--- config.mk ---
export PLATFORM = sky130hd
export DESIGN_NAME = rtc_update_ctl
export DESIGN_NICKNAME = d
export VERILOG_FILES = /design/src/rtl/rtc_upd_pkg.sv /design/src/rtl/rtc_div_decode.sv /design/src/rtl/rtc_sec_chain.sv /design/src/rtl/rtc_periodic.sv /design/src/rtl/rtc_update_ctl.sv
export SDC_FILE = /design/constraint.sdc
export NUM_CORES = 1
export LEC_CHECK = 0
export CELL_PAD_IN_SITES_DETAIL_PLACEMENT = 1
export CELL_PAD_IN_SITES_GLOBAL_PLACEMENT = 1
export CORE_MARGIN = 1.5
export CORE_UTILIZATION = 41
export CTS_CLUSTER_DIAMETER = 200
export DETAILED_ROUTE_END_ITERATION = 8
export PLACE_DENSITY_LB_ADDON = 0.1
export SETUP_SLACK_MARGIN = 0.02
export SLEW_MARGIN = 40
export SYNTH_ARGS = -nofsm -noshare
export SYNTH_HDL_FRONTEND = slang
export SYNTH_SLANG_ARGS = --single-unit
--- constraint.sdc ---
create_clock -name clk -period 2.46 [get_ports clk]
set_input_delay 0.492 -clock clk [delete_from_list [all_inputs] [get_ports clk]]
set_output_delay 0.492 -clock clk [all_outputs]
set_load 0.05 [all_outputs]
--- src/rtl/rtc_upd_pkg.sv ---
package rtc_upd_pkg;

  localparam int MODE_W = 3;

  typedef enum logic [1:0] {
    DIV_STOP = 2'd0,
    DIV_RUN  = 2'd1,
    DIV_HOLD = 2'd2
  } div_mode_e;

  localparam logic [MODE_W-1:0] MODE_RUN_CODE  = 3'b010;
  localparam logic [MODE_W-1:0] MODE_RESET_VAL = 3'b111;

  function automatic div_mode_e decode_mode(input logic [MODE_W-1:0] code);
    if (code == MODE_RUN_CODE)      return DIV_RUN;
    else if (code[2:1] == 2'b11)    return DIV_HOLD;
    else                            return DIV_STOP;
  endfunction

endpackage

--- src/rtl/rtc_div_decode.sv ---
module rtc_div_decode
  import rtc_upd_pkg::*;
(
  input  logic [MODE_W-1:0] mode_i,
  output logic              run_o,
  output logic              hold_o
);

  div_mode_e mode;

  always_comb begin
    mode   = decode_mode(mode_i);
    run_o  = (mode == DIV_RUN);
    hold_o = (mode == DIV_HOLD);
  end

endmodule

--- src/rtl/rtc_sec_chain.sv ---
module rtc_sec_chain #(
  parameter int SEC_LOG2 = 15,
  parameter int UIP_LEN  = 8
) (
  input  logic clk,
  input  logic rst_n,
  input  logic base_i,
  input  logic run_i,
  input  logic hold_i,
  input  logic freeze_i,
  output logic upd_o,
  output logic busy_o
);

  localparam int SEC = 1 << SEC_LOG2;
  localparam logic [SEC_LOG2-1:0] PH_HALF = SEC_LOG2'(SEC / 2);
  localparam logic [SEC_LOG2-1:0] PH_LAST = SEC_LOG2'(SEC - 1);
  localparam logic [SEC_LOG2-1:0] PH_WIN  = SEC_LOG2'(SEC - UIP_LEN);

  logic [SEC_LOG2-1:0] phase;
  logic                at_last;

  assign at_last = (phase == PH_LAST);

  always_ff @(posedge clk) begin
    if (!rst_n) begin
      phase <= PH_HALF;
      upd_o <= 1'b0;
    end else begin
      upd_o <= 1'b0;
      if (hold_i) begin
        phase <= PH_HALF;
      end else if (run_i && base_i) begin
        if (at_last) begin
          phase <= '0;
          upd_o <= !freeze_i;
        end else begin
          phase <= phase + 1'b1;
        end
      end
    end
  end

  always_comb busy_o = run_i && !freeze_i && (phase >= PH_WIN);

  AST_BUSY_CLEARS: assert property (@(posedge clk) disable iff (!rst_n)
    (run_i && base_i && at_last) |=> !busy_o);
  AST_UPD_AFTER_BUSY: assert property (@(posedge clk) disable iff (!rst_n)
    upd_o |-> $past(busy_o));
  AST_HOLD_QUIET: assert property (@(posedge clk) disable iff (!rst_n)
    hold_i |=> (!upd_o && phase == PH_HALF));
  AST_STOP_KEEPS: assert property (@(posedge clk) disable iff (!rst_n)
    (!run_i && !hold_i) |=> $stable(phase));

endmodule

--- src/rtl/rtc_periodic.sv ---
module rtc_periodic #(
  parameter int RATE_W = 4
) (
  input  logic              clk,
  input  logic              rst_n,
  input  logic              base_i,
  input  logic              run_i,
  input  logic              hold_i,
  input  logic [RATE_W-1:0] rate_i,
  output logic              tick_o
);

  localparam int PER_W = (1 << RATE_W) - 2;

  function automatic logic [PER_W-1:0] limit_of(input logic [RATE_W-1:0] r);
    logic [PER_W-1:0] l;
    for (int i = 0; i < PER_W; i++) l[i] = (i < (int'(r) - 1));
    return l;
  endfunction

  logic [PER_W-1:0] cnt;
  logic [PER_W-1:0] lim;
  logic [PER_W-1:0] lim_now;
  logic             at_start;

  assign at_start = (cnt == '0);
  assign lim_now  = at_start ? limit_of(rate_i) : lim;

  always_ff @(posedge clk) begin
    if (!rst_n) begin
      cnt    <= '0;
      lim    <= '0;
      tick_o <= 1'b0;
    end else begin
      tick_o <= 1'b0;
      if (at_start) lim <= limit_of(rate_i);
      if (hold_i || rate_i == '0) begin
        cnt <= '0;
      end else if (run_i && base_i) begin
        if (cnt == lim_now) begin
          tick_o <= 1'b1;
          cnt    <= '0;
        end else begin
          cnt <= cnt + 1'b1;
        end
      end
    end
  end

  AST_TICK_ON_BASE: assert property (@(posedge clk) disable iff (!rst_n)
    tick_o |-> $past(base_i && run_i));
  AST_OFF_NO_TICK: assert property (@(posedge clk) disable iff (!rst_n)
    (rate_i == '0 || hold_i) |=> (!tick_o && cnt == '0));
  AST_CNT_IN_LIMIT: assert property (@(posedge clk) disable iff (!rst_n)
    !at_start |-> (cnt <= lim));

endmodule

--- src/rtl/rtc_update_ctl.sv ---
module rtc_update_ctl
  import rtc_upd_pkg::*;
#(
  parameter int SEC_LOG2 = 15,
  parameter int UIP_LEN  = 8,
  parameter int RATE_W   = 4
) (
  input  logic              clk,
  input  logic              rst_n,
  input  logic              base_en,
  input  logic              cfg_we,
  input  logic [MODE_W-1:0] cfg_div,
  input  logic [RATE_W-1:0] cfg_rate,
  input  logic              freeze_upd,
  output logic              sec_strobe,
  output logic              upd_busy,
  output logic              rate_tick
);

  logic [MODE_W-1:0] div_q;
  logic [RATE_W-1:0] rate_q;
  logic              run;
  logic              hold;

  always_ff @(posedge clk) begin
    if (!rst_n) begin
      div_q  <= MODE_RESET_VAL;
      rate_q <= '0;
    end else if (cfg_we) begin
      div_q  <= cfg_div;
      rate_q <= cfg_rate;
    end
  end

  rtc_div_decode u_dec (
    .mode_i (div_q),
    .run_o  (run),
    .hold_o (hold)
  );

  rtc_sec_chain #(
    .SEC_LOG2 (SEC_LOG2),
    .UIP_LEN  (UIP_LEN)
  ) u_sec (
    .clk      (clk),
    .rst_n    (rst_n),
    .base_i   (base_en),
    .run_i    (run),
    .hold_i   (hold),
    .freeze_i (freeze_upd),
    .upd_o    (sec_strobe),
    .busy_o   (upd_busy)
  );

  rtc_periodic #(
    .RATE_W (RATE_W)
  ) u_per (
    .clk    (clk),
    .rst_n  (rst_n),
    .base_i (base_en),
    .run_i  (run),
    .hold_i (hold),
    .rate_i (rate_q),
    .tick_o (rate_tick)
  );

  AST_CFG_CAPTURE: assert property (@(posedge clk) disable iff (!rst_n)
    cfg_we |=> (div_q == $past(cfg_div) && rate_q == $past(cfg_rate)));
  AST_CFG_KEEP: assert property (@(posedge clk) disable iff (!rst_n)
    !cfg_we |=> ($stable(div_q) && $stable(rate_q)));
  AST_FREEZE_MASKS: assert property (@(posedge clk) disable iff (!rst_n)
    sec_strobe |-> !$past(freeze_upd));
  AST_STROBE_EXCL_BUSY: assert property (@(posedge clk) disable iff (!rst_n)
    sec_strobe |-> !upd_busy);

endmodule

### Yosys cells after proc, flatten, opt, wreduce, memory -nomap -nowiden

Cells that the tools add are included.

| word-level totals | value |
|---|---|
| flip-flop bits (word level) | 52 |
| output and inout bits | 3 |

| operators by class | value |
|---|---|
| order comparisons | 15 |
| equal/unequal tests | 6 |
| bitwise logic cells | 3 |
| $add $sub $neg | 3 |
| multiplexer cells | 6 |
| reductions and logical operators | 11 |

Operators with widths:

| kind | count |
|---|---|
| $lt 5x32->1 const A | 6 |
| $lt 4x32->1 const A | 4 |
| $lt 3x32->1 const A | 2 |
| $lt 1x32->1 const A | 1 |
| $lt 2x32->1 const A | 1 |
| $mux 14 | 2 |
| $add 15x1->15 const B | 1 |
| $eq 15x15->1 const B | 1 |
| $ge 15x15->1 const B | 1 |
| $mux 15 | 1 |
| $add 14x1->14 const B | 1 |
| $eq 14x14->1 | 1 |
| $logic_not 14->1 | 1 |
| $sub 4x1->5 const B | 1 |
| $eq 2x2->1 const B | 2 |
| $logic_not 4->1 | 1 |
| $mux 2 | 2 |
| $reduce_or 2->1 | 2 |
| $reduce_or 4->1 | 1 |
| $eq 3x2->1 const B | 1 |
| $logic_and 1x1->1 | 3 |
| $not 1->1 | 3 |
| $reduce_or 3->1 | 1 |
| $eq 2x1->1 const B | 1 |
| other kinds (3) | 3 |

### Logic depth before layout (Yosys ltp)

Gate-level depths: netlist of the first run.

| logic depth | value |
|---|---|
| depth after elaboration | 7 |
| depth in mapped cells | 12 |
| mapped depth without buffers | 10 |

### By module

From an unflattened synthesis of the first run, not the netlist that was laid out.

| second synthesis, totals | value |
|---|---|
| cells, all modules | 349 |
| area, all modules | 2,935.3 sq um |

By module, submodules not included:

| module | cells an instance | area an instance (sq um) | times used |
|---|---|---|---|
| rtc_periodic | 235 | 1,876.8 | 1 |
| rtc_sec_chain | 90 | 782.0 | 1 |
| rtc_update_ctl | 22 | 257.7 | 1 |
| rtc_div_decode | 2 | 18.8 | 1 |

### Worst setup path before layout of the first run

No wires, ideal clock.

| timing path | value |
|---|---|
| path kind | reg-to-output |
| start point | register u_sec.phase[8] |
| end point | output port upd_busy |
| slack | -0.438 ns |
| stages on the path, launching flop included | 5 |
| buffers on the path | 0 |
| arrival | 2.406 ns |
| cell sequence | dfxtp_1 > and3_1 > and3_1 > nand3_1 > nor4_1 |

| on the way | value |
|---|---|
| word-level cells in the longest chain between the ends | 2 |

RTL lines:

| item | line | text |
|---|---|---|
| from (decl) | rtc_sec_chain.sv:20 | `logic [SEC_LOG2-1:0] phase;` |
| from (signal assigned) | rtc_sec_chain.sv:38 | `phase <= phase + 1'b1;` |
| $ge 15x15->1 | rtc_sec_chain.sv:44 | `always_comb busy_o = run_i && !freeze_i && (phase >= PH_WIN);` |
| $logic_and 1x1->1 | rtc_sec_chain.sv:44 |  |
| to (decl) | rtc_update_ctl.sv:16 | `output logic upd_busy,` |

Every way passes these cells.

### Worst setup path in the final report of the first run

| timing path | value |
|---|---|
| start point | register rate_q[1] |
| end point | register u_per.cnt[4] |

| on the way | value |
|---|---|
| word-level cells in the longest chain between the ends | 5 |
| elaborated cells between the ends (all ways) | 21 |
| classes of those cells | add/sub (1); order compare (14); eq/ne (1); mux (2); reduce/logical (3) |

RTL lines:

| item | line | text |
|---|---|---|
| from (decl) | rtc_update_ctl.sv:21 | `logic [RATE_W-1:0] rate_q;` |
| from (signal assigned) | rtc_update_ctl.sv:31 | `rate_q <= cfg_rate;` |
| $sub 4x1->5 | rtc_periodic.sv:17 | `for (int i = 0; i < PER_W; i++) l[i] = (i < (int'(r) - 1));` |
| $lt 1x32->1, or another cell as far along | rtc_periodic.sv:17 |  |
| $mux 14 | - |  |
| $eq 14x14->1 | rtc_periodic.sv:40 | `if (cnt == lim_now) begin` |
| $mux 14 | rtc_periodic.sv:40 |  |
| to (signal assigned) | rtc_periodic.sv:44 | `cnt <= cnt + 1'b1;` |
| to (decl) | rtc_periodic.sv:21 | `logic [PER_W-1:0] cnt;` |

Parallel ways exist; a longest one is shown, timed or not.
A chain may end at the register's enable or synchronous reset.

==> out/qor.csv, run 1 <==
metric,value,unit
outcome,finished with violations,
failing checks,setup timing,
number of violations of the max-capacitance limit,0,
via count of the first global-routing pass,2761,
number of cells produced by synthesis,338,
number of max-slew violations in the final report,0,
number of nets produced by synthesis,357,
Hold Fails Final Rpt,0,
slew at the pin closest to its max-slew limit,0.739,ns
clock skew,0.00785,ns
cell types occupying the most area after synthesis,"sky130_fd_sc_hd__dfxtp_1 37%, sky130_fd_sc_hd__nor2_1 6.8%, sky130_fd_sc_hd__xor2_1 6.3%",
DP Worst Slack,-0.174,ns
switching pwr,0.504,mW
simple logic cell fraction of the synthesized area,0.282,
shortest clock period the worst path allows after layout,2.63,ns
"antenna viol nets, final",0,
"Top cell by count, worst path",sky130_fd_sc_hd__buf_4,
CP startpoint kind,flip-flop,
headroom to the max-slew limit,0.504,
"Area growth, synth to finish",32.3,%
root cell of the clock tree,sky130_fd_sc_hd__clkbuf_8,
Critical Path AT,2.81,ns
Internal Pwr Total,1.28,mW
Port Buffers,14,
"Largest stage delay, worst path",0.35,ns
most instantiated flip-flop cell in the synthesis netlist,sky130_fd_sc_hd__dfxtp_1,
final routed wire length divided by cell count,16.7,um
number of unique standard cell types used by synthesis,54,
total setup violations reported at the end of the flow,15,
Gate power share,0.205,
share of cell area taken by muxes after synthesis,0.0371,
final RePlAce weighted congestion,0.831,
number of synthesized flops with an enable pin,0,
flip-flop and latch count after synthesis,52,
fraction of power spent switching nets,0.283,
synthesized area,0.00280,mm2
aggregate global routing overflow,0,
upper clock frequency limit,381,MHz
slowest stage cell on the critical path,sky130_fd_sc_hd__dfxtp_2,
DIE WIDTH,85.7,um
Die Area,0.00734,mm2
area share of the largest cell type after synthesis,0.371,
Seq pwr share,0.500,
wire length of the first global-routing pass,13.6,mm
Routed WL,8.08,mm
Avg Inst Size Synth,8.29,um2
xor and xnor fraction of the mapped netlist area,0.0969,
clk sink count,52,
clock share of power,0.296,
antenna violations before repair,0,
post-detailed-route via-to-cell ratio,5.42,
count of TritonRoute iterations in the first routing pass,4,
HPWL Detailed,5.70,mm
Worst EP required,2.64,ns
area of the core,0.00649,mm2
Post-layout nets,424,
remaining routing DRC violations,0,
total chip power,1.78,mW
compound-cell area share of the yosys netlist,0.133,
worst skew pair latency,0.32,ns
quantity of hold-fixing buffers added after cts,0,
period utilization,1.07,
critical path peak fanout,7,
Hold Path Class,reg -> reg,
Post-Synth Adder-Cell Area,0.0313,
sequential area share after synthesis,0.371,
vias after detailed routing,2619,
global routing usage summed across all routing layers,0.233,
crit-path cells,inv_2 > buf_4 > ha_2 > buf_4 > o221ai_4 > mux2i_2 > xor2_1 > o211ai_1 > nor4_4 > buf_4 > and4_4 > nor3_2,
yosys warns,0,
initial core utilization,0.432,
clock-pin slew reported for the worst setup and hold paths after clock tree synthesis,0.10,ns
classification of the worst setup path,reg -> reg,
clock tree from TritonCTS,built,
worst vdd rail ir drop,0.267,mV
Detailed Route Iter0 Violations,121,
leakage power,1.43,nW
most common cell in the synthesized netlist,sky130_fd_sc_hd__dfxtp_1,
Power Density,480,mW/mm2
Worst Slack Setup Final,-0.165,ns
ratio of cells with drive above 1 in the final layout,0.286,
maximum root-to-sink buffer count,2,
standard-cell rows,29,
setup TNS,-2.03,ns
n_diodes,0,
Async SR Flop Fraction,0,
Synth top cells by count,"52 x sky130_fd_sc_hd__dfxtp_1, 51 x sky130_fd_sc_hd__nor2_1, 34 x sky130_fd_sc_hd__nand2_1",
Die Y,85.7,um
combinational family with the most area after synthesis,simple AND/OR/NAND/NOR gates,
TritonCTS Buffers,5,
unrepaired setup endpoints after global routing,yes,
"area leader, netlist",sky130_fd_sc_hd__dfxtp_1,
nature of the critical path endpoint,flip-flop,
total number of H-tree levels,2,
pin count of the biggest net entering global routing,19,
number of top-level pins,15,
-- metal layers --
| layer | vias to the layer above | wire (um) | track usage |
|---|---|---|---|
| met2 | 17 | 4070 | 0.419 |
| met1 | 1281 | 3790 | 0.292 |
| met5 | - | 0 | 0 |
| li1 | 1311 | - | - |
| met4 | 0 | 94 | 0.0557 |
| met3 | 10 | 125 | 0.0366 |
-- final cells by class --
class	instances	area (um2)
clock buffers	6	82.6
clock inverters	2	10.0
fillers	767	2790
inverters	16	60.1
multi-input cells	258	1810
flip-flops and latches	52	1050
well taps	77	96.3
repair buffers	72	601
-- registers in the layout (all words and copies together) (netlist names) --
| name | cells |
|---|---|
| u_sec.phase | 15 |
| u_per.cnt | 14 |
| u_per.lim | 14 |
| rate_q | 4 |
| div_q | 3 |
| u_per.tick_o | 1 |
| u_sec.upd_o | 1 |
-- power by group through the flow --
stage                     logic, mW  registers [mW]  clock network, mW
after floorplan               0.170           0.900                  0
after global placement        0.274           0.905                  0
after detailed placement      0.281           0.906                  0
after CTS                     0.337           0.888              0.535
after global routing          0.394           0.894              0.578
final                         0.364           0.890              0.526
-- placed cells by master (no fill, tap or decap), drive strengths merged, types with 3 or more instances in the layout --
| cell | instances |
|---|---|
| a21boi | 3 |
| a21oi | 16 |
| and3 | 7 |
| and4 | 3 |
| buf | 59 |
| clkbuf | 6 |
| clkdlybuf4s50 | 13 |
| clkinv | 3 |
| dfxtp | 52 |
| ha | 7 |
| inv | 15 |
| mux2i | 10 |
| nand2 | 34 |
| nand2b | 3 |
| nand3 | 11 |
| nand4 | 5 |
| nor2 | 52 |
| nor3 | 19 |
| nor4 | 7 |
| o21ai | 14 |
| o31ai | 3 |
| or3 | 7 |
| xnor2 | 11 |
| xor2 | 20 |
-- kinds of logic (layout without fill, tap and decap cells) --
group / after synthesis / count (layout)
AO/OA/AOI/OAI: 57 / 57
XOR/XNOR: 31 / 31
adder cells (fa/ha/maj): 7 / 7
buffers and inverters: 29 / 96
flip-flops: 52 / 52
multiplexers: 10 / 10
AND/OR/NAND/NOR: 152 / 153
-- repair_timing --
action / CTS / global route
resized for setup: 32 / 4
hold endpoints to repair: 0 / 0
pin swaps: 25 / 7
buffers inserted: 5 / 6
cloned: 1 / 0
setup endpoints to repair: 16 / 16
-- path summary, 6_finish.rpt --
kind	start	to	slack (ns)	depth (start not counted)
worst max register to register	rate_q[1]$_SDFFE_PN0P_	u_per.cnt[4]$_SDFFE_PP0P_	-0.17	12
worst min-delay path	u_sec.phase[12]$_SDFFE_PP0P_	u_sec.phase[12]$_SDFFE_PP0P_	0.49	2
worst min register to register	u_sec.phase[12]$_SDFFE_PP0P_	u_sec.phase[12]$_SDFFE_PP0P_	0.49	2
worst max-delay path	rate_q[1]$_SDFFE_PN0P_	u_per.cnt[4]$_SDFFE_PP0P_	-0.17	12
-- critical path, delay by kind of cell, from the launching register on --
family	cells	cell delay (ns)
adder cells (fa/ha/maj)	1	0.35
buffers and inverters	4	0.51
AND/OR/NAND/NOR	3	0.66
flip-flops	1	0.35
AO/OA/AOI/OAI	2	0.24
XOR/XNOR	1	0.17
multiplexers	1	0.21
-- metrics by stage --
stage          std cells  hold slack [ns]   util  cell area [um2]
2_1_floorplan        338            0.441      -             2820
3_3_place_gp         463            0.461  0.516             3350
3_5_place_dp         463            0.476  0.516             3350
4_1_cts              477            0.490  0.560             3640
5_1_grt              483            0.509  0.571             3710
6_report             483            0.489  0.571             3710
(Power assumes the default switching activity.)
==> run 2: changes to the inputs <==
--- a/config.mk
+++ b/config.mk
@@ -16,4 +16,5 @@
 export SLEW_MARGIN = 40
 export SYNTH_ARGS = -nofsm -noshare
 export SYNTH_HDL_FRONTEND = slang
+export SYNTH_HIERARCHICAL = 1
 export SYNTH_SLANG_ARGS = --single-unit
==> run 2 against run 1 <==
The flow still finishes with violations (setup timing). Highest routed layer unchanged. Critical endpoint is now u_per/tick_o$_SDFF_PP0_. Register-to-register slack better by 0.06 ns. Clock skew is 0.0038 ns higher. Core utilization fell by 1.5 points. Largest power group unchanged.
==> out/qor.csv, run 2 <==
metric,value,unit
aggregate global routing overflow,0,
origin of the worst min-delay path,u_sec/phase[14]$_SDFFE_PP1N_,
most frequent standard cell in the layout excluding fill and tap cells,sky130_fd_sc_hd__buf_4,
Post-Synth Adder-Cell Area,0.0290,
DP Worst Slack,-0.335,ns
post-detailed-route via-to-cell ratio,5.40,
pin count of the biggest net entering global routing,24,
root cell of the clock tree,sky130_fd_sc_hd__clkbuf_8,
final routed wire length divided by cell count,16.3,um
slew at the pin closest to its max-slew limit,0.499,ns
Largest register FFs,15,
cell types occupying the most area after synthesis,"sky130_fd_sc_hd__dfxtp_1 35%, sky130_fd_sc_hd__xor2_1 6.0%, sky130_fd_sc_hd__xnor2_1 4.2%",
largest registers,"u_sec/phase x15, u_per/cnt x14, u_per/lim x14",
maximum root-to-sink buffer count,2,
"Largest stage delay, worst path",0.52,ns
remaining routing DRC violations,0,
nature of the critical path endpoint,flip-flop,
cell depth of the worst min-delay path,2,
TritonCTS Buffers,5,
synthesized area,0.00294,mm2
number of nets produced by synthesis,367,
global routing usage summed across all routing layers,0.220,
failing checks,setup timing,
CP startpoint kind,flip-flop,
slowest stage cell on the critical path,sky130_fd_sc_hd__or4_4,
total number of H-tree levels,2,
vias after detailed routing,2737,
Worst EP required,2.72,ns
n_diodes,0,
utilization after layout,0.556,
"area leader, netlist",sky130_fd_sc_hd__dfxtp_1,
Detailed Route Iter0 Violations,87,
crit-path cells,inv_4 > ha_4 > or4_4 > a22o_1 > mux2i_2 > xnor2_1 > a211o_2 > nor4_4 > buf_6 > nor2b_1,
worst vdd rail ir drop,0.250,mV
Reg with most FFs,u_sec/phase,
Power Density,460,mW/mm2
yosys warns,6,
headroom to the max-slew limit,0.666,
sequential area share after synthesis,0.355,
Min-Delay Endpoint,u_sec/upd_o$_SDFF_PP0_,
final RePlAce weighted congestion,0.860,
leakage power,1.39,nW
number of max-slew violations in the final report,0,
slack of the worst reg-to-reg path,-0.11,ns
Die Y,87.6,um
Async SR Flop Fraction,0,
Hold Path Class,reg -> reg,
outcome,finished with violations,
classification of the worst setup path,reg -> reg,
standard-cell rows,30,
Synth top cells by count,"52 x sky130_fd_sc_hd__dfxtp_1, 28 x sky130_fd_sc_hd__nand2_1, 27 x sky130_fd_sc_hd__nor2_1",
number of violations of the max-capacitance limit,0,
clock-pin slew reported for the worst setup and hold paths after clock tree synthesis,0.11,ns
period utilization,1.04,
Avg Inst Size Synth,8.41,um2
initial core utilization,0.427,
area of the core,0.00687,mm2
Critical R2R Capture,u_per/tick_o$_SDFF_PP0_,
number of top-level pins,15,
Worst Slack Setup Final,-0.105,ns
number of cells produced by synthesis,349,
worst skew pair latency,0.31,ns
Port Buffers,14,
via count of the first global-routing pass,2709,
Routed WL,8.25,mm
wire length of the first global-routing pass,13.2,mm
antenna violations before repair,1,
count of TritonRoute iterations in the first routing pass,5,
number of synthesized flops with an enable pin,0,
clk sink count,52,
most common cell in the synthesized netlist,sky130_fd_sc_hd__dfxtp_1,
r2r worst-path depth,10,
unrepaired setup endpoints after global routing,yes,
area share of the largest cell type after synthesis,0.355,
simple logic cell fraction of the synthesized area,0.283,
Critical Path AT,2.83,ns
Post-Place Cells,494,
shortest clock period the worst path allows after layout,2.57,ns
quantity of hold-fixing buffers added after cts,0,
combinational family with the most area after synthesis,simple AND/OR/NAND/NOR gates,
Critical R2R Launch,rate_q[1]$_SDFFE_PN0P_,
clock tree from TritonCTS,built,
number of unique standard cell types used by synthesis,59,
HPWL Detailed,6.09,mm
Die Area,0.00768,mm2
critical path peak fanout,12,
share of cell area taken by muxes after synthesis,0.0341,
compound-cell area share of the yosys netlist,0.145,
"antenna viol nets, final",0,
setup TNS,-1.27,ns
DIE WIDTH,87.6,um
"Area growth, synth to finish",30.1,%
flip-flop and latch count after synthesis,52,
clock skew,0.0117,ns
most instantiated flip-flop cell in the synthesis netlist,sky130_fd_sc_hd__dfxtp_1,
most used cells in the layout excluding fill and tap cells,"54 x sky130_fd_sc_hd__buf_4, 48 x sky130_fd_sc_hd__dfxtp_1, 28 x sky130_fd_sc_hd__nand2_1, 26 x sky130_fd_sc_hd__nor2_1",
ratio of cells with drive above 1 in the final layout,0.260,
total setup violations reported at the end of the flow,15,
upper clock frequency limit,390,MHz
Post-layout nets,428,
xor and xnor fraction of the mapped netlist area,0.101,
Hold Fails Final Rpt,0,
number of standard cells in the final layout excluding fillers,507,
number of fill cells in the layout,838,
## run 2: changes by cell type after synthesis, sizes merged, moves of 5 or more
cell | previous run | this run
clkbuf | 7 | 13
nand2 | 34 | 29
nor2b | 1 | 13
nand4 | 5 | 11
nor2 | 52 | 27
and3 | 7 | 2
or4 | 1 | 6
## run 2: cell families (layout without fill, tap and decap cells)
family | count (synthesis) | in the layout
XOR/XNOR | 34 | 34
AND/OR/NAND/NOR | 150 | 150
adder cells (fa/ha/maj) | 7 | 7
multiplexers | 10 | 10
flip-flops | 52 | 52
buffers and inverters | 34 | 96
AO/OA/AOI/OAI | 62 | 62
## run 2: final cells by class
| type | instances | area (um2) | area share |
|---|---|---|---|
| Clock buffer | 5 | 68.8 | 0.0180 |
| Clock inverter | 3 | 25.0 | 0.00655 |
| Inverter | 15 | 61.3 | 0.0161 |
| Multi-Input combinational cell | 263 | 1870 | 0.489 |
| Sequential cell | 52 | 1050 | 0.274 |
| Tap cell | 96 | 120 | 0.0315 |
| Timing Repair Buffer | 73 | 629 | 0.165 |
## run 2: timing repair
action,in CTS,in global routing
pin swaps,7,6
resized for setup,14,18
setup endpoints to repair,16,15
setup buffers,3,2
cloned,0,0
## run 2: worst max path at each step
| stage | end | startpoint |
|---|---|---|
| finish | u_per/tick_o$_SDFF_PP0_ | rate_q[1]$_SDFFE_PN0P_ |
| global route | u_per/tick_o$_SDFF_PP0_ | rate_q[1]$_SDFFE_PN0P_ |
| CTS | u_per/tick_o$_SDFF_PP0_ | rate_q[1]$_SDFFE_PN0P_ |
| detailed placement | u_per/tick_o$_SDFF_PP0_ | rate_q[1]$_SDFFE_PN0P_ |
| global placement | u_per/tick_o$_SDFF_PP0_ | rate_q[1]$_SDFFE_PN0P_ |
| floorplan | u_per/cnt[10]$_SDFFE_PP0P_ | rate_q[0]$_SDFFE_PN0P_ |
## run 2: stage by stage
| step | total power, mW | cell area [um2] | hold slack (ns) |
|---|---|---|---|
| 6_report | 1.76 | 3820 | 0.524 |
| 4_1_cts | 1.75 | 3730 | 0.527 |
| 5_1_grt | 1.84 | 3820 | 0.546 |
| 3_5_place_dp | 1.21 | 3570 | 0.504 |
| 2_1_floorplan | 1.09 | 2990 | 0.444 |
| 3_3_place_gp | 1.20 | 3570 | 0.471 |
## run 2: routing by layer
metal / track usage / vias up / routed length [um]
met5: 0 / - / 0
met2: 0.362 / 40 / 4050
met1: 0.297 / 1320 / 3860
li1: - / 1363 / -
met3: 0.0368 / 14 / 213
met4: 0.0678 / 0 / 133
## run 2: critical path, delay by kind of cell, from the launching register on
kind | cells | cell delay [ns]
xor gates and xnor gates | 1 | 0.11
buffers and inverters | 2 | 0.24
muxes | 1 | 0.22
adders and majority gates | 1 | 0.15
DFF | 1 | 0.37
and+or+nand+nor | 3 | 0.79
AOI/OAI and AO/OA | 2 | 0.62
## run 2: where the power goes
| part | internal [mW] | total [mW] | switching [mW] | leakage, nW |
|---|---|---|---|---|
| sequential | 0.865 | 0.882 | 0.0161 | 0.424 |
| combinational | 0.175 | 0.355 | 0.180 | 0.916 |
| clock | 0.208 | 0.519 | 0.311 | 0.0452 |
| total | 1.25 | 1.76 | 0.507 | 1.39 |
